[src/rtl/retime_pkg.sv]
package retime_pkg;

    localparam int DATA_BITS = 8;

    typedef logic [DATA_BITS-1:0] byte_t;

    typedef enum logic [1:0] {
        RX_IDLE,
        RX_START,
        RX_DATA,
        RX_STOP
    } rx_state_e;

    typedef enum logic [1:0] {
        TX_IDLE,
        TX_START,
        TX_DATA,
        TX_STOP
    } tx_state_e;

    // One received character, presented for a single cycle
    typedef struct packed {
        logic  valid;
        logic  stop_ok;
        byte_t data;
    } rx_char_t;

    // Sticky status; packs as {overrun, frame_err}
    typedef struct packed {
        logic overrun;
        logic frame_err;
    } status_t;

    // Shift one line sample into the top of a byte (LSB-first framing)
    function automatic byte_t shift_in(byte_t cur, logic b);
        return {b, cur[DATA_BITS-1:1]};
    endfunction

endpackage

[src/rtl/retime_rx.sv]
module retime_rx
    import retime_pkg::*;
#(
    parameter int OVS_DIV  = 27,
    parameter int OVS_RATE = 16
) (
    input  logic     clk,
    input  logic     rst,
    input  logic     rxd_async,
    output rx_char_t char_o
);
    localparam int DIV_W = (OVS_DIV > 1) ? $clog2(OVS_DIV) : 1;
    localparam int SMP_W = $clog2(OVS_RATE);
    localparam int BIT_W = $clog2(DATA_BITS);
    localparam logic [DIV_W-1:0] DIV_LAST = DIV_W'(OVS_DIV - 1);
    localparam logic [SMP_W-1:0] SMP_LAST = SMP_W'(OVS_RATE - 1);
    localparam logic [SMP_W-1:0] SMP_MID  = SMP_W'(OVS_RATE / 2 - 1);
    localparam logic [BIT_W-1:0] BIT_LAST = BIT_W'(DATA_BITS - 1);

    logic [1:0]       sync_q;
    logic             rxd;
    logic [DIV_W-1:0] div_q;
    logic             tick;
    logic [SMP_W-1:0] smp_q;
    logic [BIT_W-1:0] bit_q;
    byte_t            shreg_q;
    rx_state_e        state_q;

    always_ff @(posedge clk) begin
        if (rst) sync_q <= 2'b11;
        else     sync_q <= {sync_q[0], rxd_async};
    end
    assign rxd  = sync_q[1];
    assign tick = (div_q == DIV_LAST);

    always_ff @(posedge clk) begin
        if (rst) begin
            state_q <= RX_IDLE;
            div_q   <= '0;
            smp_q   <= '0;
            bit_q   <= '0;
            shreg_q <= '0;
            char_o  <= '0;
        end else begin
            char_o.valid <= 1'b0;
            if (state_q == RX_IDLE || tick) div_q <= '0;
            else                            div_q <= div_q + 1'b1;

            unique case (state_q)
                RX_IDLE: begin
                    if (!rxd) begin
                        state_q <= RX_START;
                        smp_q   <= '0;
                    end
                end
                RX_START: begin
                    if (tick) begin
                        if (smp_q == SMP_MID) begin
                            smp_q   <= '0;
                            bit_q   <= '0;
                            state_q <= rxd ? RX_IDLE : RX_DATA;
                        end else begin
                            smp_q <= smp_q + 1'b1;
                        end
                    end
                end
                RX_DATA: begin
                    if (tick) begin
                        if (smp_q == SMP_LAST) begin
                            smp_q   <= '0;
                            shreg_q <= shift_in(shreg_q, rxd);
                            if (bit_q == BIT_LAST) state_q <= RX_STOP;
                            else                   bit_q   <= bit_q + 1'b1;
                        end else begin
                            smp_q <= smp_q + 1'b1;
                        end
                    end
                end
                RX_STOP: begin
                    if (tick) begin
                        if (smp_q == SMP_LAST) begin
                            smp_q          <= '0;
                            char_o.valid   <= 1'b1;
                            char_o.stop_ok <= rxd;
                            char_o.data    <= shreg_q;
                            state_q        <= RX_IDLE;
                        end else begin
                            smp_q <= smp_q + 1'b1;
                        end
                    end
                end
                default: state_q <= RX_IDLE;
            endcase
        end
    end
endmodule

[src/rtl/retime_fifo.sv]
module retime_fifo
    import retime_pkg::*;
#(
    parameter int DEPTH = 4,
    parameter int CNT_W = $clog2(DEPTH + 1)
) (
    input  logic             clk,
    input  logic             rst,
    input  logic             push,
    input  byte_t            wdata,
    input  logic             pop,
    output byte_t            rdata,
    output logic [CNT_W-1:0] count
);
    localparam int PTR_W = (DEPTH > 1) ? $clog2(DEPTH) : 1;
    localparam logic [PTR_W-1:0] PTR_LAST = PTR_W'(DEPTH - 1);
    localparam logic [CNT_W-1:0] CNT_FULL = CNT_W'(DEPTH);

    byte_t            mem [DEPTH];
    logic [PTR_W-1:0] wr_q, rd_q;
    logic             do_push, do_pop;

    assign do_push = push && (count != CNT_FULL);
    assign do_pop  = pop && (count != '0);
    assign rdata   = mem[rd_q];

    always_ff @(posedge clk) begin
        if (do_push) mem[wr_q] <= wdata;
    end

    always_ff @(posedge clk) begin
        if (rst) begin
            wr_q  <= '0;
            rd_q  <= '0;
            count <= '0;
        end else begin
            if (do_push) wr_q <= (wr_q == PTR_LAST) ? '0 : wr_q + 1'b1;
            if (do_pop)  rd_q <= (rd_q == PTR_LAST) ? '0 : rd_q + 1'b1;
            unique case ({do_push, do_pop})
                2'b10:   count <= count + 1'b1;
                2'b01:   count <= count - 1'b1;
                default: count <= count;
            endcase
        end
    end
endmodule

[src/rtl/retime_flow.sv]
module retime_flow #(
    parameter int DEPTH = 4,
    parameter int CNT_W = $clog2(DEPTH + 1)
) (
    input  logic             clk,
    input  logic             rst,
    input  logic [CNT_W-1:0] count,
    output logic             cts
);
    localparam logic [CNT_W-1:0] OFF_AT = CNT_W'(DEPTH - 1);
    localparam logic [CNT_W-1:0] ON_AT  = CNT_W'(1);

    always_ff @(posedge clk) begin
        if (rst)                  cts <= 1'b1;
        else if (count >= OFF_AT) cts <= 1'b0;
        else if (count <= ON_AT)  cts <= 1'b1;
    end
endmodule

[src/rtl/retime_tx.sv]
module retime_tx
    import retime_pkg::*;
#(
    parameter int BIT_CYCLES = 434
) (
    input  logic  clk,
    input  logic  rst,
    input  logic  have_data,
    input  byte_t data_i,
    output logic  pop,
    output logic  txd
);
    localparam int CNT_W = (BIT_CYCLES > 1) ? $clog2(BIT_CYCLES) : 1;
    localparam int BIT_W = $clog2(DATA_BITS);
    localparam logic [CNT_W-1:0] CNT_LAST = CNT_W'(BIT_CYCLES - 1);
    localparam logic [BIT_W-1:0] BIT_LAST = BIT_W'(DATA_BITS - 1);

    tx_state_e        state_q;
    logic [CNT_W-1:0] cnt_q;
    logic [BIT_W-1:0] bit_q;
    byte_t            shreg_q;
    logic             bit_end;

    assign bit_end = (cnt_q == CNT_LAST);
    assign pop     = have_data && ((state_q == TX_IDLE) || (state_q == TX_STOP && bit_end));

    always_ff @(posedge clk) begin
        if (rst) begin
            state_q <= TX_IDLE;
            cnt_q   <= '0;
            bit_q   <= '0;
            shreg_q <= '0;
            txd     <= 1'b1;
        end else begin
            if (state_q == TX_IDLE || bit_end) cnt_q <= '0;
            else                               cnt_q <= cnt_q + 1'b1;

            unique case (state_q)
                TX_IDLE: begin
                    if (pop) begin
                        shreg_q <= data_i;
                        txd     <= 1'b0;
                        state_q <= TX_START;
                    end
                end
                TX_START: begin
                    if (bit_end) begin
                        txd     <= shreg_q[0];
                        shreg_q <= shreg_q >> 1;
                        bit_q   <= '0;
                        state_q <= TX_DATA;
                    end
                end
                TX_DATA: begin
                    if (bit_end) begin
                        if (bit_q == BIT_LAST) begin
                            txd     <= 1'b1;
                            state_q <= TX_STOP;
                        end else begin
                            txd     <= shreg_q[0];
                            shreg_q <= shreg_q >> 1;
                            bit_q   <= bit_q + 1'b1;
                        end
                    end
                end
                TX_STOP: begin
                    if (bit_end) begin
                        if (pop) begin
                            shreg_q <= data_i;
                            txd     <= 1'b0;
                            state_q <= TX_START;
                        end else begin
                            state_q <= TX_IDLE;
                        end
                    end
                end
                default: state_q <= TX_IDLE;
            endcase
        end
    end
endmodule

[src/rtl/serial_retime_bridge.sv]
module serial_retime_bridge
    import retime_pkg::*;
#(
    parameter int OVS_DIV       = 27,
    parameter int OVS_RATE      = 16,
    parameter int TX_BIT_CYCLES = 434,
    parameter int FIFO_DEPTH    = 4
) (
    input  logic       clk,
    input  logic       rst,
    input  logic       host_rxd,
    output logic       host_cts,
    output logic       dev_txd,
    output logic [1:0] err_flags
);
    localparam int CNT_W = $clog2(FIFO_DEPTH + 1);
    localparam logic [CNT_W-1:0] FULL_AT = CNT_W'(FIFO_DEPTH);

    rx_char_t         rx_char;
    logic [CNT_W-1:0] fifo_count;
    logic             fifo_full;
    logic             wr_en;
    logic             rd_en;
    byte_t            rd_data;
    status_t          status_q;

    assign fifo_full = (fifo_count == FULL_AT);
    assign wr_en     = rx_char.valid && rx_char.stop_ok && !fifo_full;

    retime_rx #(
        .OVS_DIV  (OVS_DIV),
        .OVS_RATE (OVS_RATE)
    ) u_rx (
        .clk       (clk),
        .rst       (rst),
        .rxd_async (host_rxd),
        .char_o    (rx_char)
    );

    retime_fifo #(
        .DEPTH (FIFO_DEPTH),
        .CNT_W (CNT_W)
    ) u_fifo (
        .clk   (clk),
        .rst   (rst),
        .push  (wr_en),
        .wdata (rx_char.data),
        .pop   (rd_en),
        .rdata (rd_data),
        .count (fifo_count)
    );

    retime_flow #(
        .DEPTH (FIFO_DEPTH),
        .CNT_W (CNT_W)
    ) u_flow (
        .clk   (clk),
        .rst   (rst),
        .count (fifo_count),
        .cts   (host_cts)
    );

    retime_tx #(
        .BIT_CYCLES (TX_BIT_CYCLES)
    ) u_tx (
        .clk       (clk),
        .rst       (rst),
        .have_data (fifo_count != '0),
        .data_i    (rd_data),
        .pop       (rd_en),
        .txd       (dev_txd)
    );

    always_ff @(posedge clk) begin
        if (rst) begin
            status_q <= '0;
        end else if (rx_char.valid) begin
            if (!rx_char.stop_ok) status_q.frame_err <= 1'b1;
            else if (fifo_full)   status_q.overrun   <= 1'b1;
        end
    end

    assign err_flags = status_q;
endmodule

[config.mk]
export PLATFORM = sky130hd
export DESIGN_NAME = serial_retime_bridge
export DESIGN_NICKNAME = d
export VERILOG_FILES = /design/src/rtl/retime_pkg.sv /design/src/rtl/retime_rx.sv /design/src/rtl/retime_fifo.sv /design/src/rtl/retime_flow.sv /design/src/rtl/retime_tx.sv /design/src/rtl/serial_retime_bridge.sv
export SDC_FILE = /design/constraint.sdc
export NUM_CORES = 1
export LEC_CHECK = 0
export BUFFER_PORTS_ARGS = -buffer_cell sky130_fd_sc_hd__buf_2
export CORE_MARGIN = 2
export CORE_UTILIZATION = 56
export DETAILED_ROUTE_END_ITERATION = 8
export GPL_ROUTABILITY_DRIVEN = 0
export GPL_TIMING_DRIVEN = 0
export PLACE_DENSITY = 0.75
export SLEW_MARGIN = 20
export SYNTH_ARGS = -nofsm -noshare
export SYNTH_HDL_FRONTEND = slang
export SYNTH_SLANG_ARGS = --single-unit
[constraint.sdc]
create_clock -name clk -period 1.75 [get_ports clk]
set_clock_uncertainty 0.1 [all_clocks]
set_input_delay 0.0875 -clock clk [delete_from_list [all_inputs] [get_ports clk]]
set_output_delay 0.0875 -clock clk [all_outputs]
set_load 0.02 [all_outputs]
==> reports/summary.log <==
INFO  pwr            power_density=1190nW/um2
INFO  pwr            cell_internal_pwr=4.34mW
INFO  pwr            switching_power_of_the_nets=2.14mW
INFO  pwr            combPwrFrac=35.3%
INFO  yosys          synth_largest_area_cell=sky130_fd_sc_hd__dfxtp_1
INFO  placed_design  dp_hpwl=5540um
INFO  clock_tree     cts_max_level=3
INFO  yosys          synth_sequential_area_ratio=52.4%
INFO  sta            fmaxAchievable=0.506GHz
INFO  worst_hold_path timing.hold.worst_endpoint=u_rx.sync_q[1]
INFO  critical_path  crit_path_max_fanout=8
INFO  critical_path  critical_path_arrival=2140ps
INFO  yosys          netlist-cell-type-count=55
INFO  worst_hold_path timing.hold.worst.class=reg2reg
INFO  clock_tree     later_pin_clock_latency_in_the_skew_report=370ps
INFO  cells_and_area antenna-diode-count=0
INFO  yosys          yosys-top-cells-area=sky130_fd_sc_hd__dfxtp_1 31%, sky130_fd_sc_hd__edfxtp_1 21%, sky130_fd_sc_hd__ha_1 7.0%, sky130_fd_sc_hd__mux2i_1 6.5%, sky130_fd_sc_hd__nor2_1 4.3%
INFO  cells_and_area finish.net_count=462
INFO  detailed_routing drt_first_iter_violations=157
INFO  critical_path  r2r.worst_path.cells=5
INFO  yosys          synth_async_sr_flop_share=0%
INFO  detailed_routing wirelength=9100um
INFO  worst_hold_path min_path_cells=1
INFO  pwr            report.power.total=6.48mW
INFO  critical_path  critical-path-max-stage-delay=590ps
INFO  sta            final-setup-viol-count=41
INFO  critical_path  path_class=reg2reg
INFO  yosys          synth_enable_flop_cells=32
INFO  clock_tree     cts_inserted_buffers=9
INFO  pwr            power_leakage=2.04nW
INFO  critical_path  regToRegStartpoint=u_tx.cnt_q[6]
INFO  clock_tree     cts_tree=built
INFO  yosys          ys.flop_type=sky130_fd_sc_hd__dfxtp_1
INFO  sta            timing.final.max_slew_violations=0
INFO  pwr            switching_share=33.0%
INFO  global_routing grt_pass1_vias=3090
INFO  floorplan      die_w=93.4um
INFO  detailed_routing drt_drc_violations_left=0
INFO  floorplan      num_io_pins=7
INFO  detailed_routing drt-pass1-iter-count=4
INFO  sta            layout_setup_ws=-225ps
INFO  clock_tree     tritoncts_num_sinks=101
INFO  cells_and_area layout-drive-gt1-share=33.3%
INFO  yosys          yosysWarnings=0
INFO  cells_and_area flow.area_growth_from_synthesis=21.7%
INFO  critical_path  regToRegSetupSlack=-230ps
INFO  yosys          post_synth_instance_area=4470um2
INFO  placed_design  dpl_cell_area=4710um2
INFO  critical_path  ordered_list_of_cells_on_the_worst_path=or4b_4, o31ai_4, o311ai_4, buf_12, a32o_1
INFO  cells_and_area finalInstanceArea=5440um2
INFO  pwr            part_of_the_power_in_the_clock_network=22.1%
INFO  floorplan      die_h=93.4um
INFO  global_routing gr-usage-all-layers=21.3%
INFO  critical_path  worst_path_dominant_cell_family=compound AO/OA/AOI/OAI gates
INFO  sta            rsz_0062_raised_after_global_routing=yes
INFO  global_routing grt_first_pass_wirelength=14600um
INFO  detailed_routing detailroute.via_count=3095
INFO  global_routing globalRouteOverflowTotal=0
INFO  global_routing maximum_number_of_pins_on_one_net_before_global_route_repair=20
INFO  detailed_routing avgViaCountPerCell=5.72
INFO  run            max-cap-violations=0
INFO  sta            worst_slew_pin_slew=641ps
INFO  floorplan      die_area=8710um2
INFO  global_routing grt_antenna_before_repair=0
INFO  detailed_routing detail-route-antenna-nets=0
INFO  pwr            seq_power_share=42.6%
INFO  worst_hold_path timing.hold.worst.start=u_rx.sync_q[0]
INFO  placed_design  numPortBuffers=6
INFO  yosys          synth_cells=395
INFO  cells_and_area postLayoutCoreUtil=70.4%
INFO  yosys          synth.cells.most_frequent=69 x sky130_fd_sc_hd__dfxtp_1, 51 x sky130_fd_sc_hd__nor2_1, 32 x sky130_fd_sc_hd__edfxtp_1
INFO  critical_path  critPathCaptureType=flip-flop
INFO  floorplan      floorplan.rows=32
INFO  yosys          synth.ff_latch_count=101
INFO  sta            timing.final.crit_share=113%
INFO  critical_path  critPathBufInv=1
INFO  sta            hold-worst-slack=326ps
INFO  sta            worst_slew_margin_rel=57.0%
INFO  critical_path  cp.required=1920ps
INFO  clock_tree     clock_tree.root_cell=sky130_fd_sc_hd__clkbuf_8
INFO  sta            post-route-min-period=1980ps
INFO  yosys          synth_top_area_share=30.9%
INFO  status         violated_checks=negative setup slack
INFO  critical_path  critical-path-slowest-cell=sky130_fd_sc_hd__or4b_4
INFO  clock_tree     clk_path_buf_depth=2
INFO  status         status=finished with violations
INFO  yosys          leading_cell_type_by_number_of_instances_after_synthesis=sky130_fd_sc_hd__dfxtp_1
INFO  sta            timing.final.hold_violations=0
INFO  detailed_routing wl_per_cell=16.8um
INFO  floorplan      floorplan.core_area=7730um2
INFO  pwr            peakVddDrop=0.587mV
INFO  clock_tree     clk_pin_slew=100ps
INFO  yosys          synth_area_per_cell=11.3um2
INFO  yosys          synthesized_nets=423
INFO  floorplan      initial_core_util=57.9%
INFO  critical_path  critPathLaunchType=flip-flop
INFO  critical_path  regToRegEndpoint=u_tx.shreg_q[7]
[cells in the final DEF, fill, tap and decap left out, drive strengths merged, types with 4 or more instances in the layout]
cell	netlist	layout
ha	25	25
a21oi	20	20
dfxtp	69	69
edfxtp	32	32
nand3	5	5
and2	5	5
nand2	24	24
clkbuf	9	16
or4	4	4
mux2i	29	29
and3	5	5
nor2b	4	4
mux4	8	8
o21ai	13	13
mux2	7	7
nor2	51	51
buf	4	32
or3	6	6
xor2	6	6
xnor2	4	4
inv	16	20
[area by class of cell]
type	instances	area, um2
plain buffers	11	60.1
clock buffers	9	124
clock inverters	7	66.3
fillers	530	2290
inverters	16	60.1
multi-input cells	265	2350
flip-flops and latches	101	2380
well taps	102	128
repair buffers	30	275
[worst register-to-register path, stage by stage (launching register included)]
cell                       delay [ps]
sky130_fd_sc_hd__dfxtp_4          360
sky130_fd_sc_hd__or4b_4           590
sky130_fd_sc_hd__o31ai_4          300
sky130_fd_sc_hd__o311ai_4         150
sky130_fd_sc_hd__buf_12           170
sky130_fd_sc_hd__a32o_1           190
[through the flow]
stage,worst slack [ps],instances,TNS (ps)
after floorplan,-167,395,-1880
after global placement,-296,503,-10860
after detailed placement,-354,503,-14000
after CTS,-238,534,-3780
after global routing,-240,541,-6960
final,-225,541,-3670
[power groups by stage]
| stage | logic [mW] | clock network, mW | registers, mW |
|---|---|---|---|
| floorplan | 1.40 | 0 | 2.77 |
| global placement | 1.68 | 0 | 2.77 |
| detailed placement | 1.73 | 0 | 2.78 |
| CTS | 2.06 | 1.45 | 2.74 |
| global route | 2.49 | 1.56 | 2.79 |
| finish | 2.29 | 1.43 | 2.76 |
[layer usage]
layer	vias to the layer above	global-route usage [%]	wire length (um)
met5	-	0	0
li1	1507	-	-
met2	59	36.7	4700
met1	1516	26.6	3880
met3	13	5.32	382
met4	0	6.13	140
[registers in the layout, indices dropped and copies added (netlist names), 2 cells and up, named ones only]
signal	cells
err_flags	2
u_rx.bit_q	3
u_tx.shreg_q	8
u_rx.char_o	10
u_rx.sync_q	2
u_fifo.count	3
u_tx.cnt_q	9
u_tx.state_q	2
u_tx.bit_q	3
u_rx.smp_q	4
u_fifo.mem	32
u_fifo.rd_q	2
u_rx.shreg_q	8
u_rx.div_q	5
u_fifo.wr_q	2
[repair_timing]
action / in CTS / in global routing
gates resized for setup: 43 / 58
endpoints found under the hold margin: 2 / 0
setup buffers: 14 / 7
setup endpoints to repair: 82 / 70
cloned: 1 / 0
pin swaps: 18 / 17
hold buffers: 2 / 0
[kinds of logic after synthesis]
logic type | Yosys count | share of synthesized area [%]
xor+xnor | 10 | 1.96
fa+ha+maj | 25 | 7.00
simple gates | 128 | 15.0
flops | 101 | 52.4
mux | 44 | 12.3
compound gates | 58 | 8.82
buf+inv | 29 | 2.52
[how the worst max path moves through the flow]
stage | startpoint | end | slack (ps) | cells past startpoint
global route | u_tx.cnt_q[6] | u_tx.shreg_q[7] | -240 | 5
global placement | u_rx.div_q[0] | u_rx.char_o[8] | -300 | 7
CTS | u_tx.cnt_q[6] | u_tx.shreg_q[7] | -240 | 5
finish | u_tx.cnt_q[6] | u_tx.shreg_q[7] | -230 | 5
floorplan | u_rx.bit_q[0] | u_rx.bit_q[0] | -170 | 6
detailed placement | u_rx.div_q[0] | u_rx.char_o[5] | -350 | 7
Power figures use the tool's default switching activity.
